[config.mk]
export PLATFORM = sky130hd
export DESIGN_NAME = zp_sad_engine
export DESIGN_NICKNAME = d
export VERILOG_FILES = /design/src/rtl/sad_pkg.sv /design/src/rtl/sad_rst_sync.sv /design/src/rtl/sad_row_ctrl.sv /design/src/rtl/sad_row_diff.sv /design/src/rtl/sad_accum.sv /design/src/rtl/zp_sad_engine.sv
export SDC_FILE = /design/constraint.sdc
export NUM_CORES = 1
export LEC_CHECK = 0
export BUFFER_PORTS_ARGS = -buffer_cell sky130_fd_sc_hd__clkbuf_2
export CAP_MARGIN = 20
export CORE_AREA = 2 2 174 176
export CTS_CLUSTER_SIZE = 16
export DETAILED_ROUTE_END_ITERATION = 7
export DIE_AREA = 0 0 176 178
export PLACE_DENSITY = 0.63
export SYNTH_ARGS = -nofsm -noshare
export SYNTH_HDL_FRONTEND = slang
export SYNTH_SLANG_ARGS = --single-unit
[constraint.sdc]
create_clock -name clk -period 2.8 [get_ports clk]
set_input_delay 0.14 -clock clk [delete_from_list [all_inputs] [get_ports clk]]
set_output_delay 0.14 -clock clk [all_outputs]
set_load 0.01 [all_outputs]
[src/rtl/sad_pkg.sv]
package sad_pkg;
  typedef enum logic {
    MODE_FULL = 1'b0,
    MODE_PAD  = 1'b1
  } sad_mode_e;
endpackage

[src/rtl/sad_rst_sync.sv]
module sad_rst_sync (
  input  logic clk,
  input  logic rst_n,
  output logic rst_sync_n
);
  logic meta_q;
  logic sync_q;

  always_ff @(posedge clk or negedge rst_n) begin
    if (!rst_n) begin
      meta_q <= 1'b0;
      sync_q <= 1'b0;
    end else begin
      meta_q <= 1'b1;
      sync_q <= meta_q;
    end
  end

  assign rst_sync_n = sync_q;
endmodule

[src/rtl/sad_row_ctrl.sv]
module sad_row_ctrl
  import sad_pkg::*;
#(
  parameter int WIN = 11,
  localparam int IDX_W = $clog2(WIN)
) (
  input  logic             clk,
  input  logic             rst_n,
  input  logic             start_i,
  input  logic             mode_i,
  output logic             act_o,
  output logic [IDX_W-1:0] idx_o,
  output logic             pad_o,
  output logic             first_o,
  output logic             last_o
);
  localparam logic [IDX_W-1:0] LAST_IDX = IDX_W'(WIN - 1);

  logic             busy_q, busy_d;
  logic [IDX_W-1:0] cnt_q, cnt_d;
  sad_mode_e        mode_q, mode_d;

  // Row currently presented at the ports
  always_comb begin
    act_o   = start_i | busy_q;
    idx_o   = start_i ? '0 : cnt_q;
    pad_o   = start_i ? mode_i : (mode_q == MODE_PAD);
    first_o = start_i;
    last_o  = act_o && (idx_o == LAST_IDX);
  end

  always_comb begin
    busy_d = busy_q;
    cnt_d  = cnt_q;
    mode_d = mode_q;
    if (start_i) begin
      busy_d = 1'b1;
      cnt_d  = IDX_W'(1);
      mode_d = sad_mode_e'(mode_i);
    end else if (busy_q) begin
      if (cnt_q == LAST_IDX) begin
        busy_d = 1'b0;
        cnt_d  = '0;
      end else begin
        cnt_d = cnt_q + IDX_W'(1);
      end
    end
  end

  always_ff @(posedge clk or negedge rst_n) begin
    if (!rst_n) begin
      busy_q <= 1'b0;
      cnt_q  <= '0;
      mode_q <= MODE_FULL;
    end else begin
      busy_q <= busy_d;
      cnt_q  <= cnt_d;
      if (start_i) mode_q <= mode_d;
    end
  end

  // row counter never leaves the window while busy
  p_idx_range_r4: assert property (@(posedge clk) disable iff (!rst_n)
    busy_q |-> (cnt_q >= IDX_W'(1)) && (cnt_q <= LAST_IDX));
  // mode held for the whole comparison once taken
  p_mode_hold_r7: assert property (@(posedge clk) disable iff (!rst_n)
    (busy_q && !start_i) |=> $stable(mode_q));
endmodule

[src/rtl/sad_row_diff.sv]
module sad_row_diff #(
  parameter int WIN   = 11,
  parameter int BLK   = 8,
  parameter int PIX_W = 8,
  localparam int IDX_W = $clog2(WIN),
  localparam int ROW_W = PIX_W + $clog2(WIN)
) (
  input  logic                 clk,
  input  logic                 rst_n,
  input  logic [WIN*PIX_W-1:0] row_a_i,
  input  logic [WIN*PIX_W-1:0] row_b_i,
  input  logic                 act_i,
  input  logic [IDX_W-1:0]     idx_i,
  input  logic                 pad_i,
  input  logic                 first_i,
  input  logic                 last_i,
  output logic [ROW_W-1:0]     rs_o,
  output logic                 rs_vld_o,
  output logic                 rs_first_o,
  output logic                 rs_last_o
);
  localparam int MAX_ROW = WIN * ((1 << PIX_W) - 1);

  logic             row_keep;
  logic [PIX_W-1:0] diff [WIN];
  logic [ROW_W-1:0] row_sum;

  assign row_keep = !pad_i || (int'(idx_i) < BLK);

  for (genvar c = 0; c < WIN; c++) begin : g_col
    logic             keep;
    logic [PIX_W-1:0] a_m, b_m;
    // Padding zeros forced on both operands inside the engine
    assign keep = row_keep && (!pad_i || (c < BLK));
    assign a_m  = keep ? row_a_i[c*PIX_W +: PIX_W] : '0;
    assign b_m  = keep ? row_b_i[c*PIX_W +: PIX_W] : '0;
    assign diff[c] = (a_m > b_m) ? (a_m - b_m) : (b_m - a_m);
  end

  always_comb begin
    row_sum = '0;
    for (int c = 0; c < WIN; c++) row_sum = row_sum + ROW_W'(diff[c]);
  end

  always_ff @(posedge clk or negedge rst_n) begin
    if (!rst_n) begin
      rs_o       <= '0;
      rs_vld_o   <= 1'b0;
      rs_first_o <= 1'b0;
      rs_last_o  <= 1'b0;
    end else begin
      rs_vld_o <= act_i;
      if (act_i) begin
        rs_o       <= row_sum;
        rs_first_o <= first_i;
        rs_last_o  <= last_i;
      end
    end
  end

  // padded rows yield a zero row sum
  p_pad_zero_r2: assert property (@(posedge clk) disable iff (!rst_n)
    (act_i && pad_i && (int'(idx_i) >= BLK)) |=> (rs_o == '0));
  // a row sum never exceeds its bound
  p_row_bound_r3: assert property (@(posedge clk) disable iff (!rst_n)
    rs_vld_o |-> (int'(rs_o) <= MAX_ROW));
endmodule

[src/rtl/sad_accum.sv]
module sad_accum #(
  parameter int WIN   = 11,
  parameter int PIX_W = 8,
  localparam int ROW_W  = PIX_W + $clog2(WIN),
  localparam int COST_W = PIX_W + $clog2(WIN*WIN)
) (
  input  logic              clk,
  input  logic              rst_n,
  input  logic [ROW_W-1:0]  rs_i,
  input  logic              vld_i,
  input  logic              first_i,
  input  logic              last_i,
  output logic [COST_W-1:0] cost_o,
  output logic              cost_valid_o
);
  localparam int MAX_COST = WIN * WIN * ((1 << PIX_W) - 1);

  logic [COST_W-1:0] acc_q, acc_d;
  logic [COST_W-1:0] base;
  logic [COST_W:0]   wide_sum;
  logic [COST_W-1:0] cost_q, cost_d;
  logic              valid_q, valid_d;

  always_comb begin
    base     = first_i ? '0 : acc_q;
    wide_sum = {1'b0, base} + (COST_W+1)'(rs_i);
    acc_d    = acc_q;
    cost_d   = cost_q;
    valid_d  = 1'b0;
    if (vld_i) begin
      acc_d = wide_sum[COST_W-1:0];
      if (last_i) begin
        cost_d  = wide_sum[COST_W-1:0];
        valid_d = 1'b1;
      end
    end
  end

  always_ff @(posedge clk or negedge rst_n) begin
    if (!rst_n) begin
      acc_q   <= '0;
      cost_q  <= '0;
      valid_q <= 1'b0;
    end else begin
      valid_q <= valid_d;
      if (vld_i) acc_q <= acc_d;
      if (vld_i && last_i) cost_q <= cost_d;
    end
  end

  assign cost_o       = cost_q;
  assign cost_valid_o = valid_q;

  // result flag lasts a single cycle
  p_valid_pulse_r4: assert property (@(posedge clk) disable iff (!rst_n)
    valid_q |=> !valid_q);
  // accumulation never exceeds the cost width
  p_no_overflow_r3: assert property (@(posedge clk) disable iff (!rst_n)
    vld_i |-> (int'(wide_sum) <= MAX_COST));
  // first row restarts the running sum
  p_clear_r5: assert property (@(posedge clk) disable iff (!rst_n)
    (vld_i && first_i) |=> (acc_q == COST_W'($past(rs_i))));
  // outputs move only when a last row is taken
  p_idle_hold_r9: assert property (@(posedge clk) disable iff (!rst_n)
    !(vld_i && last_i) |=> ($stable(cost_q) && !valid_q));
endmodule

[src/rtl/zp_sad_engine.sv]
module zp_sad_engine #(
  parameter int WIN   = 11,
  parameter int BLK   = 8,
  parameter int PIX_W = 8,
  localparam int COST_W = PIX_W + $clog2(WIN*WIN)
) (
  input  logic                 clk,
  input  logic                 rst_n,
  input  logic                 mode_i,
  input  logic                 start_i,
  input  logic [WIN*PIX_W-1:0] row_a_i,
  input  logic [WIN*PIX_W-1:0] row_b_i,
  output logic [COST_W-1:0]    cost_o,
  output logic                 cost_valid_o
);
  localparam int IDX_W = $clog2(WIN);
  localparam int ROW_W = PIX_W + $clog2(WIN);

  logic             rst_sync_n;
  logic             act, pad, first, last;
  logic [IDX_W-1:0] idx;
  logic [ROW_W-1:0] rs;
  logic             rs_vld, rs_first, rs_last;

  sad_rst_sync u_rst (
    .clk        (clk),
    .rst_n      (rst_n),
    .rst_sync_n (rst_sync_n)
  );

  sad_row_ctrl #(.WIN(WIN)) u_ctrl (
    .clk     (clk),
    .rst_n   (rst_sync_n),
    .start_i (start_i),
    .mode_i  (mode_i),
    .act_o   (act),
    .idx_o   (idx),
    .pad_o   (pad),
    .first_o (first),
    .last_o  (last)
  );

  sad_row_diff #(.WIN(WIN), .BLK(BLK), .PIX_W(PIX_W)) u_diff (
    .clk        (clk),
    .rst_n      (rst_sync_n),
    .row_a_i    (row_a_i),
    .row_b_i    (row_b_i),
    .act_i      (act),
    .idx_i      (idx),
    .pad_i      (pad),
    .first_i    (first),
    .last_i     (last),
    .rs_o       (rs),
    .rs_vld_o   (rs_vld),
    .rs_first_o (rs_first),
    .rs_last_o  (rs_last)
  );

  sad_accum #(.WIN(WIN), .PIX_W(PIX_W)) u_acc (
    .clk          (clk),
    .rst_n        (rst_sync_n),
    .rs_i         (rs),
    .vld_i        (rs_vld),
    .first_i      (rs_first),
    .last_i       (rs_last),
    .cost_o       (cost_o),
    .cost_valid_o (cost_valid_o)
  );

  // a result follows the last row after one pipeline stage
  p_valid_after_last_r4: assert property (@(posedge clk) disable iff (!rst_sync_n)
    (rs_vld && rs_last) |=> cost_valid_o);
  // no result while the synchronised reset is held
  p_reset_quiet_r8: assert property (@(posedge clk)
    !rst_sync_n |-> (!cost_valid_o && (cost_o == '0)));
endmodule

-- Yosys cells after proc, flatten, opt, wreduce, memory -nomap -nowiden
Index checks and enable logic that the tools add are counted.
- add/subtract/negate cells: 34
- $mul: 0
- div/mod/pow operators: 0
- order comparisons: 12
- equal/unequal tests: 2
- shift-type cells: 0
- multiplexer cells: 44
- bitwise gates (word level): 1
- reductions and logical operators: 7
- operators with widths (kind ; count):
    8-bit two-way mux ; 33
    8-bit subtractor ; 22
    12-bit by 8-bit adder with 12-bit output ; 9
    8-bit greater-than comparator ; 11
    4-bit two-way mux ; 4
    15-bit by 12-bit adder with 15-bit output ; 1
    15-bit two-way mux ; 1
    8-bit by 8-bit adder with 9-bit output ; 1
    4-bit == test, second input constant ; 2
    1-bit two-way mux ; 6
    4-bit by 1-bit adder with 4-bit output, second input constant ; 1
    4-bit less-than comparator, second input constant ; 1
    1-bit logical AND ; 3
    3-bit AND reduction ; 1
    2-bit nonzero test ; 1
    1-bit logical NOT ; 1
    1-bit logical OR ; 1
    1-bit bitwise OR ; 1
- flip-flop bits (word level): 54
- bits in latches: 0
- memory bits (writable): 0
- memory bits (read-only): 0
- input bits: 180
- output and inout bits: 16
- memories kept: 0

-- Longest topological paths before layout
Gate-level depths: netlist (run 1).
- depth in word-level cells: 16
- mapped depth: 30
- depth with buffers taken out: 27

-- By module
A second synthesis (run 1) with hierarchy kept.
- cell total of the unflattened synthesis: 1587
- area, all modules: 12966.2 um^2
- modules (own cells, without submodules) (module ; instances ; cells an instance ; area each (um^2)):
    sad_row_diff ; 1 ; 1367 ; 10694.0
    sad_accum ; 1 ; 180 ; 1843.0
    sad_row_ctrl ; 1 ; 37 ; 375.4
    sad_rst_sync ; 1 ; 3 ; 53.8

-- Least setup slack after synthesis (run 1)
Ideal clock, no wire load.
- kind: input to register
- start: input start_i
- end: register u_diff.rs_o[11]
- arrival: 7.073 ns
- setup slack: -4.399 ns
- stages on the path: 28
- cell sequence: clkbuf_1 -> nand3b_1 -> clkbuf_1 -> clkbuf_1 -> nand2_1 -> inv_1 -> ha_1 -> inv_1 -> fa_1 -> a211oi_2 -> nor3_1 -> o41ai_4 -> mux2i_1 -> xor2_1 -> fa_1 -> fa_1 -> inv_1 -> fa_1 -> fa_1 -> inv_1 -> fa_1 -> inv_1 -> ha_1 -> and3_1 -> a221o_1 -> nor2_1 -> nor3_1 -> o32a_1
- cells in the longest elaborated chain, start to end: 16
- elaborated cells on any way between the ends: 83
- those cells by class: 32 x add/sub; 12 x order compare; 35 x mux; 1 x bitwise; 3 x reduce/logical
- RTL lines (item ; RTL line ; RTL):
    from (decl) ; zp_sad_engine.sv:10 ; input logic start_i,
    4-bit two-way mux / 1-bit two-way mux (equally long branches) ; - ;
    4-bit less-than comparator / 1-bit logical NOT (equally long branches) ; - ;
    1-bit logical OR ; sad_row_diff.sv:28 ; assign row_keep = !pad_i || (int'(idx_i) < BLK);
    8-bit two-way mux, on equally long branches ; sad_row_diff.sv:36, sad_row_diff.sv:35 ;
    8-bit subtractor / 8-bit greater-than comparator (equally long branches) ; sad_row_diff.sv:37 ; assign diff[c] = (a_m > b_m) ? (a_m - b_m) : (b_m - a_m);
    8-bit two-way mux ; sad_row_diff.sv:37 ;
    8-bit by 8-bit adder with 9-bit output ; sad_row_diff.sv:42 ; for (int c = 0; c < WIN; c++) row_sum = row_sum + ROW_W'(diff[c]);
    12-bit by 8-bit adder with 12-bit output (9 in series) ; sad_row_diff.sv:42 ;
    to (signal assigned) ; sad_row_diff.sv:54 ; rs_o <= row_sum;
    to (decl) ; sad_row_diff.sv:17 ; output logic [ROW_W-1:0] rs_o,
Several ways; a longest one is shown, not always the timed one.
A chain may end at the register's enable or synchronous reset.

-- Worst setup path in the final report (run 1)
- start: register u_ctrl.mode_q
- end: register u_diff.rs_o[11]
- cells in the longest elaborated chain, start to end: 16
- elaborated cells on any way between the ends: 80
- those cells by class: 32 x add/sub; 11 x order compare; 34 x mux; 3 x reduce/logical
- RTL lines (item ; RTL line ; RTL):
    from (decl) ; sad_row_ctrl.sv:21 ; sad_mode_e mode_q, mode_d;
    from (signal assigned) ; sad_row_ctrl.sv:58 ; if (start_i) mode_q <= mode_d;
    1-bit two-way mux (*) ; - ;
    1-bit logical NOT (*) ; - ;
    1-bit logical OR ; sad_row_diff.sv:28 ;
    8-bit two-way mux, on equally long branches ; sad_row_diff.sv:36, sad_row_diff.sv:35 ;
    8-bit subtractor / 8-bit greater-than comparator (equally long branches) ; sad_row_diff.sv:37 ;
    8-bit two-way mux ; sad_row_diff.sv:37 ;
    8-bit by 8-bit adder with 9-bit output ; sad_row_diff.sv:42 ;
    12-bit by 8-bit adder with 12-bit output (8 in series) ; sad_row_diff.sv:42 ;
    12-bit by 8-bit adder with 12-bit output (*) ; sad_row_diff.sv:42 ;
Every way passes the cells marked *; elsewhere a longest branch is shown, timed or not.

==> results of run 1 <==
[cells in the mapped netlist, types with 7 or more instances]
library cell	count	share of area (%)
inv_1	270	7.7
nand2_1	225	6.4
ha_1	196	19
a21oi_1	99	3.8
fa_1	93	14
mux2i_1	62	4.7
clkbuf_1	59	1.7
nor2_1	56	1.6
dfrtp_1	54	10
o21ai_0	52	2.0
xnor2_1	49	3.3
and2_1	46	2.2
a21o_1	38	2.2
a211oi_1	36	2.1
nor2b_1	27	1.3
xor2_1	27	1.8
a31oi_1	21	1.0
nand3_1	21	0.80
and4_1	17	1.1
nand3b_1	14	0.80
buf_2	13	0.50
a221o_1	11	0.84
a221oi_1	11	0.73
mux2_2	11	0.94
nor3_1	10	0.38
nand4_1	9	0.43
o41ai_4	8	1.7
a211o_1	7	0.47
o21a_1	7	0.40
o21ai_1	7	0.27
[cell families (layout without fill, tap and decap cells)]
logic type,Yosys count,count (layout),share of synthesized area [%]
buffers and inverters,345,895,10.11
AOI/OAI and AO/OA,345,345,18.77
other,1,1,0.02858
xor gates and xnor gates,76,76,5.074
muxes,79,79,6.304
DFF,54,54,10.30
and+or+nand+nor,453,453,16.53
adders and majority gates,289,289,32.89
[what timing repair did]
item	CTS	global route
pin swaps	35	17
setup buffers	20	4
cloned	0	1
hold endpoints to repair	2	0
endpoints found under the setup margin	12	12
hold buffers	1	0
gates resized for setup	56	30
[final timing paths]
check / depth (start not counted) / startpoint / to / slack [ps]
min reg2reg: 0 / u_rst.rst_sync_n$_DFF_PN0_ / u_acc.cost_valid_o$_DFF_PN0_ / 150
min in group clk: 3 / start_i / u_ctrl.cnt_q[2]$_DFFE_PN0P_ / 240
min: 0 / u_rst.rst_sync_n$_DFF_PN0_ / u_acc.cost_valid_o$_DFF_PN0_ / 150
max in group asynchronous: 1 / u_rst.rst_sync_n$_DFF_PN0_ / u_acc.cost_o[12]$_DFFE_PN0P_ / 1830
max reg2reg: 27 / u_ctrl.mode_q$_DFF_PN0_ / u_diff.rs_o[11]$_DFFE_PN0P_ / -4050
max: 27 / u_ctrl.mode_q$_DFF_PN0_ / u_diff.rs_o[11]$_DFFE_PN0P_ / -4050
[metrics by stage]
stage,area [um2],setup slack (ps),std cells
finish,18230,-4049,2582
global route,18230,-4332,2582
CTS,18020,-4022,2577
detailed placement,17400,-4241,2548
global placement,17400,-4091,2548
floorplan,13260,-3935,1642
[cell type report]
class                      count  area share [%]
clock buffer                   7          0.7825
clock inverter                 1         0.02746
inverter                     271           5.580
multi-input combinational   1243           60.12
sequential                    54           7.420
tap                          390           2.677
timing repair buffer         616           23.39
[flip-flops by register name, indices dropped and copies added, names as in the netlist]
| register | cells |
|---|---|
| u_acc.cost_o | 15 |
| u_rst.rst_sync_n | 1 |
| u_rst.meta_q | 1 |
| u_acc.acc_q | 15 |
| u_diff.rs_o | 12 |
| u_diff.rs_first_o | 1 |
| u_ctrl.mode_q | 1 |
| u_acc.cost_valid_o | 1 |
| u_ctrl.cnt_q | 4 |
| u_diff.rs_vld_o | 1 |
| u_diff.rs_last_o | 1 |
| u_ctrl.busy_q | 1 |
[layer usage]
layer | track usage, % | wire, um | vias to the layer above
met3 | 1.535 | 1099 | 48
met5 | 0 | 0 | -
met4 | 5.441 | 718 | 0
met1 | 30.68 | 16830 | 6127
li1 | - | - | 6572
met2 | 43.75 | 18200 | 284
==> results.sh, run 1 <==
export IMPL_clk_latency_ps=290
export IMPL_final_layout_size_suffix_gt1_share_pct=34.22
export IMPL_critical_path_buf_inv_count=8
export IMPL_worstPathRequired_ps=2970
export IMPL_synth_edf_count=0
export IMPL_syn2layout_area_growth_pct=38.95
export IMPL_critical_path_class="register to register"
export IMPL_slowest_stage="fa_1"
export IMPL_period_share_pct=244.6
export IMPL_timing_final_max_slew_violations=0
export IMPL_tns_ps=-40660
export IMPL_rsz0062_at_grt="yes"
export IMPL_post_route_util_pct=62.00
export IMPL_drc=0
export IMPL_grt_usage_pct=23.83
export IMPL_mostFrequentLayoutCells="buf_4 (405), inv_1 (264), nand2_1 (218)"
export IMPL_drt_iter0_markers=680
export IMPL_die_h_um=178
export IMPL_ant_nets=0
export IMPL_grt_pass1_vias=13410
export IMPL_layout_commonest_cell="buf_4"
export IMPL_antenna_cells=0
export IMPL_regArea_mm2=0.001353
export IMPL_synth_area_mm2=0.01312
export IMPL_skew_ps=4.384
export IMPL_firstDrtPassIters=5
export IMPL_htreeDepth=2
export IMPL_synth_cells=1642
export IMPL_grt_first_pass_wirelength_um=62100
export IMPL_coreArea_mm2=0.02940
export IMPL_clockBufferDepth=2
export IMPL_syn_area_per_cell_um2=7.990
export IMPL_die_area_mm2=0.03133
export IMPL_synthFlopType="dfrtp_1"
export IMPL_io_pins=196
export IMPL_async_flop_share_pct=100.0
export IMPL_clock_sinks=54
export IMPL_gp_congestion=0.9392
export IMPL_maxSlewHeadroom_pct=60.13
export IMPL_worstPathMaxFanout=10
export IMPL_grt_start_max_net_pins=41
export IMPL_overflow=0
export IMPL_holdWs_ps=151.7
export IMPL_wl_per_cell_um=14.27
export IMPL_setup_ws_ps=-4049
export IMPL_dpl_hpwl_um=31880
export IMPL_clk_pin_slew_ps=70
export IMPL_ys_seq_area_share_pct=10.30
export IMPL_die_w_um=176
export IMPL_start_util_pct=44.62
export IMPL_crit_path_frequent_cell="fa_1"
export IMPL_wl_um=36860
export IMPL_std_cell_rows=63
export IMPL_failed_checks="negative setup slack"
export IMPL_hp_class="register to asynchronous set/reset pin"
export IMPL_cts_tree="yes"
export IMPL_synth_cell_types=68
export IMPL_vias=13031
export IMPL_n_fill_cell=2645
export IMPL_syn_nets=2111
export IMPL_tightest_slew_ps=591.8
export IMPL_path_delay_family="adder cells"
export IMPL_detail_route_vias_per_cell=5.047
export IMPL_port_buffers=195
export IMPL_fmax_mhz=146.0
export IMPL_layout_nets=2660
export IMPL_cp_arrival_ps=7020
export IMPL_finalSetupViolCount=12
export IMPL_endpoint_kind="register"
export IMPL_max_cap_viol_count=0
export IMPL_root_buffer="clkbuf_16"
export IMPL_period_needed_ps=6849
export IMPL_cts_buffers=5
export IMPL_antenna_found_initial=0
export IMPL_startpoint_type="register"
export IMPL_outcome="finished, violations left"
export IMPL_multi_input_area_mm2=0.01096
export IMPL_finalHoldViolations=0
export IMPL_cpPeakStageDelay_ps=550
export IMPL_ys_ff_latch=54
export IMPL_synth_warnings=0
Power of run 1 is left out: the tool's default activity adds up to more than one toggle a clock period on the data nets, which glitch-free logic cannot reach.
==> run 2, diff against run 1 <==
--- a/config.mk
+++ b/config.mk
@@ -7,11 +7,12 @@
 export LEC_CHECK = 0
 export BUFFER_PORTS_ARGS = -buffer_cell sky130_fd_sc_hd__clkbuf_2
 export CAP_MARGIN = 20
-export CORE_AREA = 2 2 174 176
+export CORE_AREA = 2 2 173 175
 export CTS_CLUSTER_SIZE = 16
 export DETAILED_ROUTE_END_ITERATION = 7
-export DIE_AREA = 0 0 176 178
+export DIE_AREA = 0 0 175 177
 export PLACE_DENSITY = 0.63
 export SYNTH_ARGS = -nofsm -noshare
 export SYNTH_HDL_FRONTEND = slang
+export SYNTH_HIERARCHICAL = 1
 export SYNTH_SLANG_ARGS = --single-unit
==> constraint.sdc (replaced) <==
create_clock -name clk -period 7.5 [get_ports clk]
set_input_delay 0.375 -clock clk [delete_from_list [all_inputs] [get_ports clk]]
set_output_delay 0.375 -clock clk [all_outputs]
set_load 0.01 [all_outputs]
==> run 2 against run 1 <==
Net effect: the run now ends clean; cell count decreased by 16%; cell area decreased by 18%; wire length decreased by 15%; fmax decreased by 4.3%; synthesized cell count decreased by 3.4%; highest routed layer unchanged; critical path depth increased by 1; sequential cell count unchanged; critical path type unchanged; die area decreased by 1.1%.
==> results.sh, run 2 <==
export IMPL_outcome="finished, final reports clean"
export IMPL_finalSetupViolCount=0
export IMPL_ant_nets=0
export IMPL_tightest_slew_ps=675.3
export IMPL_placedCellCount=2169
export IMPL_ff2ff_path_depth=28
export IMPL_crit_start="u_ctrl/mode_q$_DFF_PN0_"
export IMPL_syn_area_per_cell_um2=8.173
export IMPL_firstDrtPassIters=5
export IMPL_slowest_stage="fa_1"
export IMPL_drc=0
export IMPL_clock_sinks=54
export IMPL_clk_pin_slew_ps=70
export IMPL_period_share_pct=95.42
export IMPL_port_buffers=195
export IMPL_cts_tree="yes"
export IMPL_max_cap_viol_count=0
export IMPL_std_cell_rows=63
export IMPL_synth_cells=1586
export IMPL_gp_congestion=0.9036
export IMPL_grt_first_pass_wirelength_um=51450
export IMPL_syn2layout_area_growth_pct=14.68
export IMPL_ff2ff_setup_slack_ps=340
export IMPL_syn_nets=2057
export IMPL_fmax_mhz=139.7
export IMPL_timing_final_max_slew_violations=0
export IMPL_grt_usage_pct=19.82
export IMPL_period_needed_ps=7157
export IMPL_layout_nets=2261
export IMPL_final_layout_size_suffix_gt1_share_pct=17.70
export IMPL_timing_rr_end="u_diff/rs_o[8]$_DFFE_PN0P_"
export IMPL_die_area_mm2=0.03098
export IMPL_die_h_um=177
export IMPL_hp_class="register to register"
export IMPL_skew_ps=5.422
export IMPL_cts_buffers=5
export IMPL_vias=10911
export IMPL_startpoint_type="register"
export IMPL_wl_um=31510
export IMPL_antenna_cells=0
export IMPL_die_w_um=175
export IMPL_clockBufferDepth=2
export IMPL_clk_latency_ps=290
export IMPL_synth_area_mm2=0.01296
export IMPL_critical_path_class="register to register"
export IMPL_endpoint_kind="register"
export IMPL_maxSlewHeadroom_pct=54.98
export IMPL_rr_startpoint="u_ctrl/mode_q$_DFF_PN0_"
export IMPL_grt_pass1_vias=10849
export IMPL_mostFrequentLayoutCells="inv_1 (265), ha_1 (205), clkbuf_2 (195)"
export IMPL_path_delay_family="adder cells"
export IMPL_detail_route_vias_per_cell=5.003
export IMPL_antenna_found_initial=0
export IMPL_worstPathMaxFanout=13
export IMPL_min_delay_path_depth=0
export IMPL_cp_depth=28
export IMPL_root_buffer="clkbuf_16"
export IMPL_io_pins=196
export IMPL_grt_start_max_net_pins=53
export IMPL_start_util_pct=44.32
export IMPL_critPathCapture="u_diff/rs_o[8]$_DFFE_PN0P_"
export IMPL_critical_path_buf_inv_count=5
export IMPL_cpPeakStageDelay_ps=580
export IMPL_finalHoldViolations=0
export IMPL_worstPathRequired_ps=7670
export IMPL_dpl_hpwl_um=27030
export IMPL_coreArea_mm2=0.02924
export IMPL_cp_arrival_ps=7330
export IMPL_layout_commonest_cell="inv_1"
export IMPL_crit_path_frequent_cell="fa_1"
export IMPL_wl_per_cell_um=14.45
export IMPL_synth_warnings=6
export IMPL_fin_cells=2181
export IMPL_htreeDepth=2
export IMPL_overflow=0
export IMPL_drt_iter0_markers=611
[run 2: worst min path at each step]
stage / start / end / slack [ps]
after CTS: u_rst/meta_q$_DFF_PN0_ / u_rst/rst_sync_n$_DFF_PN0_ / 360
after global routing: u_rst/meta_q$_DFF_PN0_ / u_rst/rst_sync_n$_DFF_PN0_ / 360
final: u_rst/meta_q$_DFF_PN0_ / u_rst/rst_sync_n$_DFF_PN0_ / 360
after detailed placement: rst_n / u_rst/meta_q$_DFF_PN0_ / 160
after global placement: rst_n / u_rst/meta_q$_DFF_PN0_ / 160
after floorplan: rst_n / u_rst/meta_q$_DFF_PN0_ / 80
[run 2: worst reg2reg max path: cells and delay by family, from the launching register on]
family                   cells  cell delay (ps)
AO/OA/AOI/OAI                6             1140
XOR/XNOR                     2              260
adder cells (fa/ha/maj)      8             3490
buffers and inverters        5              410
flip-flops                   1              370
multiplexers                 3              810
AND/OR/NAND/NOR              4              560
[run 2: cell type report]
class	instances	area (um2)
fill	2816	14380
multi-input combinational	1228	10490
sequential	54	1354
timing repair buffer	234	1353
inverter	267	1002
tap	390	488.0
clock buffer	6	138.9
clock inverter	2	38.79
[run 2: repair_timing]
item | in CTS | in global routing
endpoints found under the hold margin | 2 | 0
hold buffers | 1 | 0
resized for setup | 0 | 28
setup buffers | 0 | 1
setup endpoints to repair | 0 | 6
[run 2: per-stage QoR]
| step | util [%] | setup TNS (ps) | setup WS [ps] | hold WS (ps) | cell area, um2 |
|---|---|---|---|---|---|
| floorplan | - | 0 | 125.8 | 79.41 | 12960 |
| global placement | 49.66 | 0 | 15.21 | 161.9 | 14520 |
| detailed placement | 49.66 | -99.73 | -58.19 | 163.2 | 14520 |
| CTS | 50.31 | 0 | 131.9 | 357.9 | 14710 |
| global route | 50.83 | -10.49 | -10.49 | 361.3 | 14870 |
| finish | 50.83 | 0 | 343.3 | 357.1 | 14870 |
[run 2: per-layer routing]
layer | wire, um | share of wire [%] | track usage [%] | up-vias
met4 | 238 | 0.76 | 1.944 | 0
met3 | 1152 | 3.7 | 1.503 | 16
met2 | 14610 | 46 | 33.75 | 235
li1 | - | - | - | 5605
met5 | 0 | 0 | 0 | -
met1 | 15510 | 49 | 28.47 | 5055
Power of run 2 is left out for the same reason.
